**src/rtl/swire_pkg.sv**
```systemverilog
package swire_pkg;
  typedef enum logic [2:0] {
    ST_OFF   = 3'd0,
    ST_SETUP = 3'd1,
    ST_SEL   = 3'd2,
    ST_DLY   = 3'd3,
    ST_RUN   = 3'd4
  } top_st_e;

  typedef enum logic [1:0] {
    PT_HIGH = 2'd0,
    PT_LOW  = 2'd1,
    PT_FAIL = 2'd2,
    PT_DONE = 2'd3
  } pat_st_e;
endpackage

```
**src/rtl/swire_sync.sv**
```systemverilog
module swire_sync #(
  parameter int STAGES = 2
) (
  input  logic clk,
  input  logic rst_n,
  input  logic d_async,
  output logic d_sync
);
  logic [STAGES-1:0] chain;

  always_ff @(posedge clk or negedge rst_n) begin
    if (!rst_n) chain <= '0;
    else        chain <= {chain[STAGES-2:0], d_async};
  end

  assign d_sync = chain[STAGES-1];
endmodule

```
**src/rtl/swire_lowrun.sv**
```systemverilog
module swire_lowrun #(
  parameter int T_OFF = 8900
) (
  input  logic clk,
  input  logic rst_n,
  input  logic tick,
  input  logic pin,
  output logic long_low
);
  localparam int W = $clog2(T_OFF + 1);
  logic [W-1:0] cnt;

  // counts consecutive low ticks, saturating at the shutdown threshold
  always_ff @(posedge clk or negedge rst_n) begin
    if (!rst_n)                              cnt <= '0;
    else if (pin)                            cnt <= '0;
    else if (tick && cnt != W'(T_OFF))       cnt <= cnt + 1'b1;
  end

  assign long_low = (cnt == W'(T_OFF));
endmodule

```
**src/rtl/swire_pattern.sv**
```systemverilog
module swire_pattern
  import swire_pkg::*;
#(
  parameter int T_HI_MIN = 100,
  parameter int T_LO_MIN = 260
) (
  input  logic clk,
  input  logic rst_n,
  input  logic clr,
  input  logic act,
  input  logic tick,
  input  logic pin,
  output logic found
);
  localparam int MX = (T_HI_MIN > T_LO_MIN) ? T_HI_MIN : T_LO_MIN;
  localparam int W  = $clog2(MX + 1);

  pat_st_e      ph;
  logic [W-1:0] cnt;

  always_ff @(posedge clk or negedge rst_n) begin
    if (!rst_n) begin
      ph  <= PT_HIGH;
      cnt <= '0;
    end else if (clr) begin
      ph  <= PT_HIGH;
      cnt <= '0;
    end else if (act) begin
      unique case (ph)
        PT_HIGH: begin
          if (!pin) begin
            ph  <= (cnt >= W'(T_HI_MIN)) ? PT_LOW : PT_FAIL;
            cnt <= '0;
          end else if (tick && cnt != W'(T_HI_MIN)) begin
            cnt <= cnt + 1'b1;
          end
        end
        PT_LOW: begin
          if (pin) begin
            ph <= PT_FAIL;
          end else if (tick) begin
            if (cnt == W'(T_LO_MIN - 1)) ph <= PT_DONE;
            cnt <= cnt + 1'b1;
          end
        end
        default: ;
      endcase
    end
  end

  assign found = (ph == PT_DONE);
endmodule

```
**src/rtl/swire_mode_sel.sv**
```systemverilog
module swire_mode_sel
  import swire_pkg::*;
#(
  parameter int T_SETUP  = 2,
  parameter int T_WIN    = 1000,
  parameter int T_HI_MIN = 100,
  parameter int T_LO_MIN = 260,
  parameter int T_DLY    = 2000,
  parameter int T_OFF    = 8900
) (
  input  logic clk,
  input  logic rst_n,
  input  logic us_tick,
  input  logic pin_raw,
  output logic mode_serial,
  output logic conv_on,
  output logic off,
  output logic serial_ok
);
  localparam int M1 = (T_SETUP > T_WIN) ? T_SETUP : T_WIN;
  localparam int M2 = (M1 > T_DLY) ? M1 : T_DLY;
  localparam int CW = $clog2(M2 + 1);

  logic pin_s, long_low, found;
  top_st_e st;
  logic [CW-1:0] cnt;

  swire_sync #(.STAGES(2)) u_sync (
    .clk(clk), .rst_n(rst_n), .d_async(pin_raw), .d_sync(pin_s)
  );

  swire_lowrun #(.T_OFF(T_OFF)) u_lowrun (
    .clk(clk), .rst_n(rst_n), .tick(us_tick), .pin(pin_s), .long_low(long_low)
  );

  swire_pattern #(.T_HI_MIN(T_HI_MIN), .T_LO_MIN(T_LO_MIN)) u_pat (
    .clk(clk), .rst_n(rst_n),
    .clr(st == ST_OFF),
    .act(st == ST_SETUP || st == ST_SEL),
    .tick(us_tick), .pin(pin_s), .found(found)
  );

  always_ff @(posedge clk or negedge rst_n) begin
    if (!rst_n) begin
      st          <= ST_OFF;
      cnt         <= '0;
      mode_serial <= 1'b0;
    end else begin
      unique case (st)
        ST_OFF: begin
          mode_serial <= 1'b0;
          cnt         <= '0;
          if (pin_s) st <= ST_SETUP;
        end
        ST_SETUP: begin
          if (!pin_s) begin
            st <= ST_OFF;
          end else if (us_tick) begin
            if (cnt == CW'(T_SETUP - 1)) begin
              st  <= ST_SEL;
              cnt <= '0;
            end else begin
              cnt <= cnt + 1'b1;
            end
          end
        end
        ST_SEL: begin
          if (long_low) begin
            st <= ST_OFF;
          end else if (us_tick) begin
            if (cnt == CW'(T_WIN - 1)) begin
              st          <= ST_DLY;
              cnt         <= '0;
              mode_serial <= found;
            end else begin
              cnt <= cnt + 1'b1;
            end
          end
        end
        ST_DLY: begin
          if (long_low) begin
            st <= ST_OFF;
          end else if (us_tick) begin
            if (cnt == CW'(T_DLY - 1)) begin
              st  <= ST_RUN;
              cnt <= '0;
            end else begin
              cnt <= cnt + 1'b1;
            end
          end
        end
        ST_RUN: begin
          if (long_low) st <= ST_OFF;
        end
        default: st <= ST_OFF;
      endcase
    end
  end

  assign off       = (st == ST_OFF) || (st == ST_SETUP);
  assign conv_on   = (st == ST_RUN);
  assign serial_ok = mode_serial && ((st == ST_DLY) || (st == ST_RUN));
endmodule

```
**config.mk**
```make
export PLATFORM = sky130hd
export DESIGN_NAME = swire_mode_sel
export DESIGN_NICKNAME = d
export VERILOG_FILES = /design/src/rtl/swire_pkg.sv /design/src/rtl/swire_sync.sv /design/src/rtl/swire_lowrun.sv /design/src/rtl/swire_pattern.sv /design/src/rtl/swire_mode_sel.sv
export SDC_FILE = /design/constraint.sdc
export NUM_CORES = 1
export LEC_CHECK = 0
export BUFFER_PORTS_ARGS = -buffer_cell sky130_fd_sc_hd__buf_4
export CORE_MARGIN = 2
export CORE_UTILIZATION = 44
export CTS_BUF_LIST = sky130_fd_sc_hd__clkbuf_4
export DETAILED_ROUTE_END_ITERATION = 10
export SYNTH_ARGS = -nofsm -noshare
export SYNTH_HDL_FRONTEND = slang
export SYNTH_SLANG_ARGS = --single-unit
```
**constraint.sdc**
```tcl
create_clock -name clk -period 1.9 [get_ports clk]
set_input_delay 0.19 -clock clk [delete_from_list [all_inputs] [get_ports clk]]
set_output_delay 0.19 -clock clk [all_outputs]
set_load 0.05 [all_outputs]
```
==> results.json <==
{
  "start_util_pct": 44.8,
  "grt_usage_pct": 20.8,
  "tightestPinTransition_ps": 557,
  "drv_cap": 0,
  "yosys_warnings": 0,
  "viasPerCell": 5.56,
  "leakage_nw": 1.55,
  "power.switching_w": 0.00139,
  "start_kind": "flop",
  "r2r.worst_path.cells": 7,
  "clkTransAtPathRegs_ps": 140,
  "grt_pass1_vias": 2235,
  "max_freq_ghz": 0.508,
  "wl_met3_um": 283,
  "finalHoldViolations": 0,
  "cts_buffers": 5,
  "synth_fp_nets": 305,
  "drt-total-wl_um": 6800,
  "critPathCaptureType": "flop",
  "switching_share_pct": 39.3,
  "clockBufferDepth": 2,
  "slew_headroom_pct": 62.6,
  "grt_max_degree": 43,
  "grt_first_pass_wirelength_um": 10700,
  "violations": "setup timing",
  "die-area_um2": 6550,
  "grt_overflow": 0,
  "area_growth_pct": 36.7,
  "wl_met2_um": 3340,
  "p_clk_share_pct": 16.5,
  "clockRootBuffer": "clkbuf_4",
  "gp_congestion": 0.834,
  "comb_power_share_pct": 52.7,
  "slew_viol_final": 0,
  "post_drt_wl_per_cell_um": 15.5,
  "intPower_w": 0.00215,
  "antenna_found_initial": 0,
  "maxUsedRoutingLayer": "met4",
  "dp_hpwl_um": 4400,
  "whs_path_depth": 3,
  "ios": 8,
  "clock_latency_ps": 360,
  "synth_flop_cell": "dfrtp_1",
  "worst_ep_required_time_ps": 2170,
  "final_util_pct": 61.2,
  "drt-initial-drc-count": 116,
  "power.total_w": 0.00354,
  "placed_cells": 415,
  "grt_setup_unrepaired": "yes",
  "htree_num_levels": 2,
  "fin_skew_ps": 15.8,
  "ys_ff_latch": 42,
  "avgSynthCellArea_um2": 8.83,
  "setup_slack_ps": -69.9,
  "vias": 2435,
  "hold_ws_ps": 223,
  "dieWidth_um": 80.9,
  "dr.pass1.iters": 4,
  "fillers": 498,
  "period_share_pct": 104,
  "cts.sinks": 42,
  "core_area_um2": 5820,
  "seq_power_share_pct": 30.9,
  "fin_cells": 438,
  "portBuffers": 7,
  "drc_errors": 0,
  "ys_types": 54,
  "nets": 372,
  "drt.antenna.violating_nets": 0,
  "fin_crit_ps": 1970,
  "power_density_nw_per_um2": 995,
  "synth_edf_count": 0,
  "status": "finished, violations left",
  "tritoncts": "built",
  "setup_viol": 12,
  "asyncSetResetFlopFracSynth_pct": 100,
  "worstSetupPathType": "flop to flop",
  "ir_worst_vdd_v": 0.000608,
  "drive_gt1_share_pct": 38.0,
  "syn_area_um2": 2600,
  "worst_ep_arrival_time_ps": 2240,
  "yosysSeqAreaShare_pct": 40.3,
  "fp.dieH_um": 80.9,
  "synthCells": 295,
  "met1Wirelength_um": 3060,
  "diodes": 0,
  "hold_path_class": "primary input to flop",
  "placementRows": 28,
  "cp_max_fo": 7
}
area by class of cell:
type	count	area, um^2	area share (%)
clock buffers	5	37.5	1.05
flip-flops and latches	42	1060	29.7
clock inverters	3	40.0	1.12
inverters	13	48.8	1.37
well taps	75	93.8	2.64
multi-input cells	228	1710	48.1
repair buffers	72	569	16.0
routing by layer:
metal	vias up	global-route usage, %
met5	-	0
met4	0	6.27
met3	21	3.89
met2	64	33.9
met1	1166	28.2
li1	1184	-
worst max-delay path, stage by stage, from the launching register on:
cell     delay (ps)
dfrtp_1         450
inv_1            90
ha_2            190
or4b_4          490
nor3_4          230
nor4_4          110
buf_4           150
a22o_1          170
placed cells by master, fill, tap and decap left out, types with 8 or more instances in the layout:
| cell | netlist | routed |
|---|---|---|
| dfrtp_1 | 42 | 36 |
| nand3_1 | 13 | 10 |
| buf_4 | 1 | 66 |
| o21ai_0 | 15 | 9 |
| nor2_1 | 42 | 38 |
| nand4_1 | 8 | 8 |
| xor2_1 | 10 | 10 |
| inv_1 | 13 | 12 |
| nand2_1 | 27 | 26 |
kinds of logic (layout without fill, tap and decap cells):
kind of cell | after synthesis | after routing | share of synthesized area (%)
multiplexers | 2 | 2 | 0.817
flip-flops | 42 | 42 | 40.3
AND/OR/NAND/NOR | 148 | 148 | 31.1
adder cells (fa/ha/maj) | 6 | 6 | 2.88
AO/OA/AOI/OAI | 56 | 56 | 14.9
XOR/XNOR | 16 | 16 | 5.38
buffers and inverters | 25 | 93 | 4.56
power by group through the flow:
stage / registers, W / logic [W] / clock network [W]
detailed placement: 0.00111 / 0.00132 / 0
CTS: 0.00107 / 0.00152 / 0.000604
floorplan: 0.00110 / 0.000802 / 0
global placement: 0.00111 / 0.00130 / 0
global route: 0.00111 / 0.00201 / 0.000640
finish: 0.00109 / 0.00187 / 0.000583
synth_stat cells, drive strengths merged, types with 8 or more instances:
| cell | count | share of area, % |
|---|---|---|
| nor3 | 11 | 2.3 |
| nand3 | 13 | 2.5 |
| buf | 8 | 2.1 |
| inv | 13 | 1.9 |
| xor2 | 10 | 3.4 |
| nand2 | 28 | 4.3 |
| nor2b | 9 | 2.2 |
| dfrtp | 42 | 40 |
| a21oi | 9 | 1.7 |
| o21ai | 21 | 4.0 |
| nor2 | 42 | 6.1 |
| nand4 | 8 | 1.9 |
path summary, 6_finish.rpt:
kind / startpoint / end / slack, ps
max: cnt[1] / cnt[9] / -70
min: us_tick / st[1] / 220
max reg2reg: cnt[1] / cnt[9] / -70
min reg2reg: u_sync.chain[0] / u_sync.chain[1] / 360
max in group asynchronous: rst_n / st[1] / 1140
min in group asynchronous: rst_n / u_lowrun.cnt[4] / 340
through the flow:
step	area, um^2	setup slack (ps)	TNS [ps]
after detailed placement	3080	-172	-668
final	3560	-69.9	-372
after global placement	3080	-91.5	-263
after global routing	3560	-140	-1600
after floorplan	2620	2.09	0
after CTS	3300	-43.4	-139
registers in the layout (all words and copies together), names as in the netlist:
name and cells:
st 3, mode_serial 1, u_sync.chain 2, u_pat.ph 2
cnt 11, u_lowrun.cnt 14, u_pat.cnt 9
timing repair:
| item | in CTS | in global routing |
|---|---|---|
| setup buffers | 7 | 8 |
| hold endpoints to repair | 43 | 0 |
| endpoints found under the setup margin | 18 | 26 |
| pin swaps | 9 | 19 |
| hold buffers | 2 | 0 |
| resized for setup | 18 | 51 |
| cloned | 0 | 1 |
Power figures use the tool's default switching activity.
